### src/rtl/i2cr_pkg.sv
package i2cr_pkg;

    localparam int BYTE_W = 8;
    localparam logic [3:0] ID_PATTERN = 4'b1010;

    typedef enum logic [3:0] {
        S_IDLE,
        S_ID_RX,
        S_ID_ACK,
        S_ADDR_RX,
        S_ADDR_ACK,
        S_DATA_RX,
        S_DATA_ACK,
        S_TX,
        S_TX_ACK
    } slv_state_t;

endpackage

### src/rtl/i2cr_line_sync.sv
module i2cr_line_sync #(
    parameter int STAGES = 2
) (
    input  logic clk_i,
    input  logic rst_ni,
    input  logic scl_i,
    input  logic sda_i,
    output logic sda_o,
    output logic start_o,
    output logic stop_o,
    output logic rise_o,
    output logic fall_o
);

    logic [STAGES-1:0] scl_pipe;
    logic [STAGES-1:0] sda_pipe;
    logic              scl_q;
    logic              sda_q;
    logic              scl_s;

    always_ff @(posedge clk_i or negedge rst_ni) begin
        if (!rst_ni) begin
            scl_pipe <= '1;
            sda_pipe <= '1;
            scl_q    <= 1'b1;
            sda_q    <= 1'b1;
        end else begin
            scl_pipe <= {scl_pipe[STAGES-2:0], scl_i};
            sda_pipe <= {sda_pipe[STAGES-2:0], sda_i};
            scl_q    <= scl_pipe[STAGES-1];
            sda_q    <= sda_pipe[STAGES-1];
        end
    end

    assign scl_s   = scl_pipe[STAGES-1];
    assign sda_o   = sda_pipe[STAGES-1];
    assign start_o = scl_s & scl_q & sda_q & ~sda_o;
    assign stop_o  = scl_s & scl_q & ~sda_q & sda_o;
    assign rise_o  = scl_s & ~scl_q;
    assign fall_o  = ~scl_s & scl_q;

endmodule

### src/rtl/i2cr_busy_timer.sv
module i2cr_busy_timer #(
    parameter int CYCLES = 2_000_000
) (
    input  logic clk_i,
    input  logic rst_ni,
    input  logic go_i,
    output logic busy_o
);

    localparam int CW = $clog2(CYCLES + 1);

    logic [CW-1:0] remain;

    always_ff @(posedge clk_i or negedge rst_ni) begin
        if (!rst_ni) begin
            remain <= '0;
        end else if (go_i) begin
            remain <= CW'(CYCLES);
        end else if (remain != '0) begin
            remain <= remain - 1'b1;
        end
    end

    assign busy_o = (remain != '0);

endmodule

### src/rtl/i2cr_slave.sv
module i2cr_slave
    import i2cr_pkg::*;
#(
    parameter int                 ADDR_W       = 4,
    parameter int                 SYNC_STAGES  = 2,
    parameter int                 BUSY_CYCLES  = 2_000_000,
    parameter logic [(1<<ADDR_W)-1:0] PERSIST_MASK = 16'h000F
) (
    input  logic              clk_i,
    input  logic              rst_ni,
    input  logic              scl_i,
    input  logic              sda_i,
    output logic              sda_oe_o,
    input  logic [2:0]        strap_i,
    output logic              wr_en_o,
    output logic [ADDR_W-1:0] wr_addr_o,
    output logic [BYTE_W-1:0] wr_data_o,
    output logic [ADDR_W-1:0] rd_addr_o,
    input  logic [BYTE_W-1:0] rd_data_i,
    output logic              busy_o
);

    localparam int CNT_W = $clog2(BYTE_W + 1);

    slv_state_t        state, state_nx;
    logic              sda_s, start_det, stop_det, scl_rise, scl_fall;
    logic [CNT_W-1:0]  bit_cnt;
    logic [BYTE_W-1:0] rx_sh;
    logic [BYTE_W-1:0] tx_sh;
    logic [ADDR_W-1:0] ptr;
    logic              dir_rd;
    logic              mst_ack;
    logic              commit_pend;
    logic              commit_go;
    logic              byte_end;
    logic              id_ok;
    logic              tx_last;

    i2cr_line_sync #(.STAGES(SYNC_STAGES)) u_sync (
        .clk_i   (clk_i),
        .rst_ni  (rst_ni),
        .scl_i   (scl_i),
        .sda_i   (sda_i),
        .sda_o   (sda_s),
        .start_o (start_det),
        .stop_o  (stop_det),
        .rise_o  (scl_rise),
        .fall_o  (scl_fall)
    );

    i2cr_busy_timer #(.CYCLES(BUSY_CYCLES)) u_timer (
        .clk_i  (clk_i),
        .rst_ni (rst_ni),
        .go_i   (commit_go),
        .busy_o (busy_o)
    );

    assign byte_end  = scl_fall && (bit_cnt == CNT_W'(BYTE_W));
    assign tx_last   = scl_fall && (bit_cnt == CNT_W'(BYTE_W - 1));
    assign id_ok     = (rx_sh[7:4] == ID_PATTERN) && (rx_sh[3:1] == strap_i) && !busy_o;
    assign commit_go = stop_det && commit_pend;

    // next-state decode
    always_comb begin
        state_nx = state;
        if (start_det) begin
            state_nx = S_ID_RX;
        end else if (stop_det) begin
            state_nx = S_IDLE;
        end else begin
            unique case (state)
                S_IDLE:     state_nx = S_IDLE;
                S_ID_RX:    if (byte_end) state_nx = id_ok ? S_ID_ACK : S_IDLE;
                S_ID_ACK:   if (scl_fall) state_nx = dir_rd ? S_TX : S_ADDR_RX;
                S_ADDR_RX:  if (byte_end) state_nx = S_ADDR_ACK;
                S_ADDR_ACK: if (scl_fall) state_nx = S_DATA_RX;
                S_DATA_RX:  if (byte_end) state_nx = S_DATA_ACK;
                S_DATA_ACK: if (scl_fall) state_nx = S_IDLE;
                S_TX:       if (tx_last)  state_nx = S_TX_ACK;
                S_TX_ACK:   if (scl_fall) state_nx = mst_ack ? S_TX : S_IDLE;
            endcase
        end
    end

    // state register
    always_ff @(posedge clk_i or negedge rst_ni) begin
        if (!rst_ni) state <= S_IDLE;
        else         state <= state_nx;
    end

    // outputs
    always_comb begin
        sda_oe_o  = 1'b0;
        rd_addr_o = ptr;
        unique case (state)
            S_ID_ACK, S_ADDR_ACK, S_DATA_ACK: sda_oe_o = 1'b1;
            S_TX:                             sda_oe_o = ~tx_sh[BYTE_W-1];
            default:                          sda_oe_o = 1'b0;
        endcase
    end

    // datapath
    always_ff @(posedge clk_i or negedge rst_ni) begin
        if (!rst_ni) begin
            bit_cnt     <= '0;
            rx_sh       <= '0;
            tx_sh       <= '1;
            ptr         <= '0;
            dir_rd      <= 1'b0;
            mst_ack     <= 1'b0;
            commit_pend <= 1'b0;
            wr_en_o     <= 1'b0;
            wr_addr_o   <= '0;
            wr_data_o   <= '0;
        end else begin
            wr_en_o <= 1'b0;
            if (commit_go) commit_pend <= 1'b0;
            if (start_det || stop_det) begin
                bit_cnt <= '0;
            end else begin
                unique case (state)
                    S_ID_RX, S_ADDR_RX, S_DATA_RX: begin
                        if (scl_rise && bit_cnt != CNT_W'(BYTE_W)) begin
                            rx_sh   <= {rx_sh[BYTE_W-2:0], sda_s};
                            bit_cnt <= bit_cnt + 1'b1;
                        end
                        if (byte_end) begin
                            if (state == S_ID_RX) dir_rd <= rx_sh[0];
                            if (state == S_ADDR_RX) ptr <= rx_sh[ADDR_W-1:0];
                            if (state == S_DATA_RX) begin
                                wr_en_o   <= 1'b1;
                                wr_addr_o <= ptr;
                                wr_data_o <= rx_sh;
                                if (PERSIST_MASK[ptr]) commit_pend <= 1'b1;
                            end
                        end
                    end
                    S_ID_ACK, S_ADDR_ACK, S_DATA_ACK: begin
                        if (scl_fall) begin
                            bit_cnt <= '0;
                            if (state == S_ID_ACK && dir_rd) tx_sh <= rd_data_i;
                        end
                    end
                    S_TX: begin
                        if (tx_last) begin
                            bit_cnt <= '0;
                            ptr     <= ptr + 1'b1;
                        end else if (scl_fall) begin
                            tx_sh   <= {tx_sh[BYTE_W-2:0], 1'b1};
                            bit_cnt <= bit_cnt + 1'b1;
                        end
                    end
                    S_TX_ACK: begin
                        if (scl_rise) mst_ack <= ~sda_s;
                        if (scl_fall && mst_ack) tx_sh <= rd_data_i;
                    end
                    default: ;
                endcase
            end
        end
    end

endmodule

### config.mk
export PLATFORM = sky130hd
export DESIGN_NAME = i2cr_slave
export DESIGN_NICKNAME = d
export VERILOG_FILES = /design/src/rtl/i2cr_pkg.sv /design/src/rtl/i2cr_line_sync.sv /design/src/rtl/i2cr_busy_timer.sv /design/src/rtl/i2cr_slave.sv
export SDC_FILE = /design/constraint.sdc
export NUM_CORES = 1
export LEC_CHECK = 0
export BUFFER_PORTS_ARGS = -buffer_cell sky130_fd_sc_hd__buf_2
export CAP_MARGIN = 20
export CORE_MARGIN = 2
export CORE_UTILIZATION = 40
export CTS_CLUSTER_SIZE = 40
export DETAILED_ROUTE_END_ITERATION = 8
export PLACE_DENSITY = 0.66
export SLEW_MARGIN = 20
export SYNTH_ARGS = -nofsm -noshare
export SYNTH_HDL_FRONTEND = slang
export SYNTH_SLANG_ARGS = --single-unit
### constraint.sdc
create_clock -name clk_i -period 1.8 [get_ports clk_i]
set_input_delay 0 -clock clk_i [delete_from_list [all_inputs] [get_ports clk_i]]
set_output_delay 0 -clock clk_i [all_outputs]
set_load 0.02 [all_outputs]
* Word-level counts from Yosys, hierarchy flattened
Memory sizes are Yosys's and may differ from the RTL's.
Index checks and enable logic that the tools add are counted.
Widths: inputs -> output; s select.
** Word-level totals
- Bits in registers :: 71
- Memories kept :: 1
- Memory bits (read-only) :: 16
- Input port bits :: 15
** Memory list
- (no name shown) :: words 16, width 1, rd ports 1, clocked after memory_dff 0, write ports 0, line i2cr_slave.sv:134 : if (PERSIST_MASK[ptr]) commit_pend <= 1'b1;
** Cells by class
- Bitwise logic cells :: 13
- Magnitude comparators :: 1
- Add/subtract/negate cells :: 3
- Reduce and logical (&&, ||, !) cells :: 26
- Equal/unequal tests :: 32
- Mux-type cells :: 43
** Operator list (number)
- $mux 4 :: 17
- $mux 21 :: 2
- $mux 8 :: 5
- $ne 4x4->1 const B :: 10
- $pmux 4 s9 :: 1
- $pmux 8 s3 :: 1
- $reduce_bool 21->1 :: 1
- $sub 21x1->21 const B :: 1
- $eq 4x3->1 const B :: 5
- $ne 2x2->1 const B :: 8
- $eq 4x4->1 const B :: 3
- $pmux 4 s3 :: 1
- $reduce_and 4->1 :: 3
- $mux 1 :: 11
- $add 4x1->4 const B :: 2
- $eq 4x2->1 const B :: 2
- $logic_and 1x1->1 :: 8
- $pmux 4 s2 :: 1
- $reduce_and 8->1 :: 1
- $and 1x1->1 :: 7
- $reduce_and 7->1 :: 1
- $mux 3 :: 2
- $ne 3x3->1 const B :: 2
- $not 1->1 :: 6
- other kinds (14) :: 17

* Longest topological paths before layout
- Depth in word-level cells :: 10
- Gate-level depth with buffers :: 8

* Hierarchy
Synthesis repeated with hierarchy kept, for this count alone.
** Unflattened totals
- Cell total of the unflattened synthesis :: 336
- Area, all modules :: 3637.2 µm²
** By module, submodules not included
- i2cr_slave :: sequential area each 1111.1 µm², area each 2312.2 µm², instances 1, cells an instance 209
- i2cr_busy_timer :: sequential area each 525.5 µm², area each 1132.3 µm², instances 1, cells an instance 117
- i2cr_line_sync :: sequential area each 157.7 µm², area each 192.7 µm², instances 1, cells an instance 10

* Least setup slack after synthesis
Ideal clock, no wire load.
- Path type :: reg-to-reg
- Start point :: register u_timer.remain[0]
- End point :: register u_timer.remain[16]
- Clock period less this slack :: 1.945 ns
- Path buffers :: 1
- Path slack :: -0.145 ns
- Cell stages (with the launch flop) :: 7
- Data required time :: 1.723 ns
- Arrival time :: 1.868 ns
- Path through :: dfrtp_1 inv_1 ha_1 or3b_2 clkbuf_1 or4_1 a21oi_1
** On the way
- Word-level cells in the longest chain between the ends :: 3
** RTL lines
- from (decl) :: line i2cr_busy_timer.sv:12 : logic [CW-1:0] remain;
- from (signal assigned) :: line i2cr_busy_timer.sv:18 : remain <= CW'(CYCLES);
- from (signal assigned) :: line i2cr_busy_timer.sv:20 : remain <= remain - 1'b1;
- $sub 21x1->21 :: line i2cr_busy_timer.sv:20
- $mux 21 :: line i2cr_busy_timer.sv:19 : end else if (remain != '0) begin
- $mux 21 :: line i2cr_busy_timer.sv:17 : end else if (go_i) begin
Parallel ways exist; a longest one is shown, timed or not. The select of a mux whose other input is x is not followed.
A chain may end at the register's enable or synchronous reset.

* Final worst setup path
- Start point :: register u_timer.remain[7]
- End point :: output busy_o
** On the way
- Word-level cells in the longest chain between the ends :: 1
** RTL lines
- $reduce_bool 21->1 :: line i2cr_busy_timer.sv:24 : assign busy_o = (remain != '0);
- to (decl) :: line i2cr_slave.sv:20 : output logic busy_o
Every way passes these cells.

==> flow_metrics.py <==
metrics = {
    "status": {
        "outcome": "complete, but fails checks",
        "violations": "setup timing",
    },
    "flow_run": {
        "drv_cap": 0,
    },
    "detailed_routing": {
        "avgViaCountPerCell": 5.42,
        "vias": 3311,
        "drt_iter0_drc": 110,
        "firstDrtPassIters": 4,
        "drtAntennaViolNets": 0,
        "routed_wl_um": 9370,
        "drcViolationCount": 0,
        "wire_per_inst_um": 15.3,
    },
    "die": {
        "initial_core_util": 0.406,
        "die_area_mm2": 0.0100,
        "rows": 35,
        "die-height_um": 100,
        "io-pin-count": 34,
        "coreArea_mm2": 0.00911,
        "die_x_um": 100,
    },
    "timing": {
        "slew_headroom": 0.684,
        "fin_crit_sh": 1.12,
        "clock_skew_ns": 0.0146,
        "fin_crit_ns": 2.02,
        "maxSlewViolCount": 0,
        "worst_pin_slew_ns": 0.471,
        "layout_setup_ws_ns": -0.223,
        "hold_violations": 0,
        "fmax_mhz": 494,
        "setup_viol": 36,
        "setup-tns-final_ns": -2.73,
        "rsz0062_at_grt": "true",
    },
    "place": {
        "gp_congestion": 0.887,
        "dp_hpwl_um": 5860,
        "io_buffer_count": 33,
    },
    "power": {
        "peakVddDrop_mv": 0.774,
        "power.density_mw_per_mm2": 1470,
        "p_total_mw": 7.87,
        "leakage_nw": 2.47,
    },
    "finish": {
        "antenna_cells": 0,
        "final_util": 0.589,
        "fillerInstances": 715,
        "area_growth_syn_to_layout_pct": 45.1,
        "layout-drive-gt1-share": 0.500,
        "fin_nets": 515,
    },
    "synthesis": {
        "syn_avg_cell_area_um2": 10.1,
        "ys_types": 59,
        "synth-edff-count": 0,
        "yosysWarnings": 0,
        "syn_nets": 385,
        "netlist_instances": 365,
        "synthArstFlopShare": 1.00,
        "synth-main-ff-cell": "dfrtp_1",
        "ys_ff_latch": 71,
        "syn_area_mm2": 0.00370,
        "synth_seq_area_share": 0.485,
    },
    "setup_path": {
        "arrival_ns": 2.02,
        "critical_path_class": "reg -> out",
        "crit_path_end_kind": "output port",
        "cp_max_fo": 3,
        "crit_top_cell": "buf_6",
        "slowest_stage": "or4_4",
        "crit_required_ns": 1.80,
        "crit_chain": "or4_4 -> buf_6 -> and4bb_2 -> buf_6 -> nand2_2 -> buf_6",
        "reg2reg_depth": 5,
        "worstSetupStartpointType": "register",
        "cp_slowest_stage_delay_ns": 0.57,
    },
    "clock_tree": {
        "clkLatencyLatePin_ns": 0.36,
        "cts_made_buffers": 9,
        "cts_sinks": 71,
        "cts_tree": "built",
        "htreeDepth": 3,
        "path_clk_slew_ns": 0.08,
        "clockBufferDepth": 2,
        "cts_root_buffer": "clkbuf_8",
    },
    "global_route": {
        "grt_usage": 0.188,
        "antenna_found_initial": 0,
        "grt_overflow": 0,
        "grt_pass1_wl_um": 15000,
        "grt_max_degree": 72,
        "grt_pass1_vias": 3265,
    },
    "worst_hold_path": {
        "hold_class": "in -> async",
    },
}
-- per-layer routing --
metal	wire length, um	vias to the layer above	global-route usage
li1	-	1586	-
met1	4170	1654	0.230
met2	4790	56	0.323
met3	228	15	0.0383
met4	180	0	0.0759
met5	0	-	0
-- flip-flops by register name, indices dropped and copies added, names as in the netlist --
signal and cells:
mst_ack 1, rd_addr_o 4, state 4, rx_sh 8
wr_en_o 1, u_sync.sda_pipe 2, u_sync.scl_pipe 2, bit_cnt 4
u_sync.scl_q 1, u_timer.remain 21, tx_sh 8, u_sync.sda_q 1
commit_pend 1, wr_data_o 8, wr_addr_o 4, dir_rd 1
-- cell usage after synthesis (all sizes together) (2+ instances only) --
cell      n  area share
a211oi    3      0.0061
a21oi    14       0.020
a311o     2      0.0054
a31oi     3      0.0051
a32o      2      0.0054
and3      3      0.0051
and4      2      0.0051
and4bb    2      0.0068
buf       4      0.0047
clkbuf   14       0.014
dfrtp    57        0.39
dfstp    14       0.099
ha        5       0.017
inv      10       0.010
mux2     28       0.085
mux2i     2      0.0054
nand2    41       0.042
nand2b    9       0.015
nand3    14       0.022
nand3b    4      0.0081
nand4     5      0.0085
nor2     31       0.031
nor2b     2      0.0034
nor3     11       0.015
nor3b     3      0.0061
nor4      4       0.011
o2111ai   2      0.0047
o211ai    3      0.0061
o21a      2      0.0041
o21ai    17       0.023
o311ai    3      0.0091
o31ai     7       0.014
o41ai     2      0.0047
or2       2      0.0034
or3       3      0.0051
or3b      2      0.0047
or4       8       0.017
xnor2     3      0.0071
xor2     11       0.026
-- worst max-delay path: cells and delay by family (launching register included) --
kind	cells	cell delay, ns
AND/OR/NAND/NOR	3	0.91
flip-flops	1	0.39
buffers and inverters	3	0.36
-- final timing paths --
check	from	endpoint	slack, ns
worst max register to register	u_timer.remain[7]$_DFFE_PN0P_	u_timer.remain[19]$_DFFE_PN0P_	-0.22
worst min-delay path	rst_ni	rd_addr_o[0]$_DFFE_PN0P_	0.21
worst max-delay path	u_timer.remain[7]$_DFFE_PN0P_	busy_o	-0.22
max in group asynchronous	rst_ni	u_sync.sda_pipe[1]$_DFF_PN1_	1.24
worst min register to register	u_sync.scl_pipe[0]$_DFF_PN1_	u_sync.scl_pipe[1]$_DFF_PN1_	0.36
min in group clk_i	sda_i	u_sync.sda_pipe[0]$_DFF_PN1_	0.29
-- final cells by class --
type | count | area [um2] | area share
clock buffer | 10 | 128 | 0.0238
clock inverter | 6 | 86.3 | 0.0161
inverter | 10 | 37.5 | 0.00699
multi-input combinational | 266 | 2120 | 0.394
sequential | 71 | 1800 | 0.335
tap | 111 | 139 | 0.0259
timing repair buffer | 137 | 1060 | 0.198
-- stage by stage --
step / hold slack [ns] / instance area (um2) / cells / worst slack, ns
6_report: 0.208 / 5370 / 611 / -0.223
3_5_place_dp: 0.0559 / 4490 / 560 / -0.172
3_3_place_gp: 0.0564 / 4490 / 560 / -0.121
5_1_grt: 0.273 / 5370 / 611 / -0.277
2_1_floorplan: -0.296 / 3730 / 365 / -0.133
4_1_cts: 0.212 / 5060 / 595 / -0.238
-- report_power, final --
part	leakage [nW]	switching [mW]	total [mW]	internal (mW)
Clock	0.106	0.609	1.39	0.777
Combinational	1.49	1.65	3.58	1.93
Sequential	0.873	0.632	2.90	2.27
-- cell usage in the layout (no fill, tap or decap), types with 3 or more instances in the layout --
cell type	netlist	final
nand2b_1	9	7
nand3_2	2	5
nor3_1	11	8
o211ai_1	3	3
dfrtp_2	0	4
nor3_2	0	3
ha_2	0	3
a21oi_1	13	11
nand2_1	40	35
nand2_2	1	5
or4_4	1	3
buf_2	2	32
o21ai_0	17	10
and3_1	3	3
o21ai_1	0	3
a31oi_1	3	3
dlygate4sd3_1	0	11
buf_12	0	3
o31ai_1	7	6
o21ai_2	0	4
nor2_2	0	3
inv_2	0	3
xor2_1	11	11
buf_4	0	78
dfstp_2	14	14
or4_1	7	5
nor2_1	31	27
inv_1	10	7
dfrtp_1	57	53
mux2_4	0	15
buf_6	0	11
nand3b_1	4	4
a21oi_2	1	3
nand3_1	12	7
mux2_2	28	13
clkbuf_8	0	9
nand4_1	5	5
-- repair_timing --
item	CTS	global route
buffers inserted	8	16
pin swaps	17	26
setup endpoints to repair	57	48
resized for setup	44	54
hold buffers	11	0
endpoints found under the hold margin	81	0
-- logic make-up after synthesis --
kind of cell / after synthesis / share of synthesized area
DFF: 71 / 0.485
adders and majority gates: 5 / 0.0169
xor gates and xnor gates: 14 / 0.0331
AOI/OAI and AO/OA: 66 / 0.122
and+or+nand+nor: 151 / 0.223
muxes: 30 / 0.0906
buffers and inverters: 28 / 0.0291
Note: power is estimated with default switching activity, not from simulation.
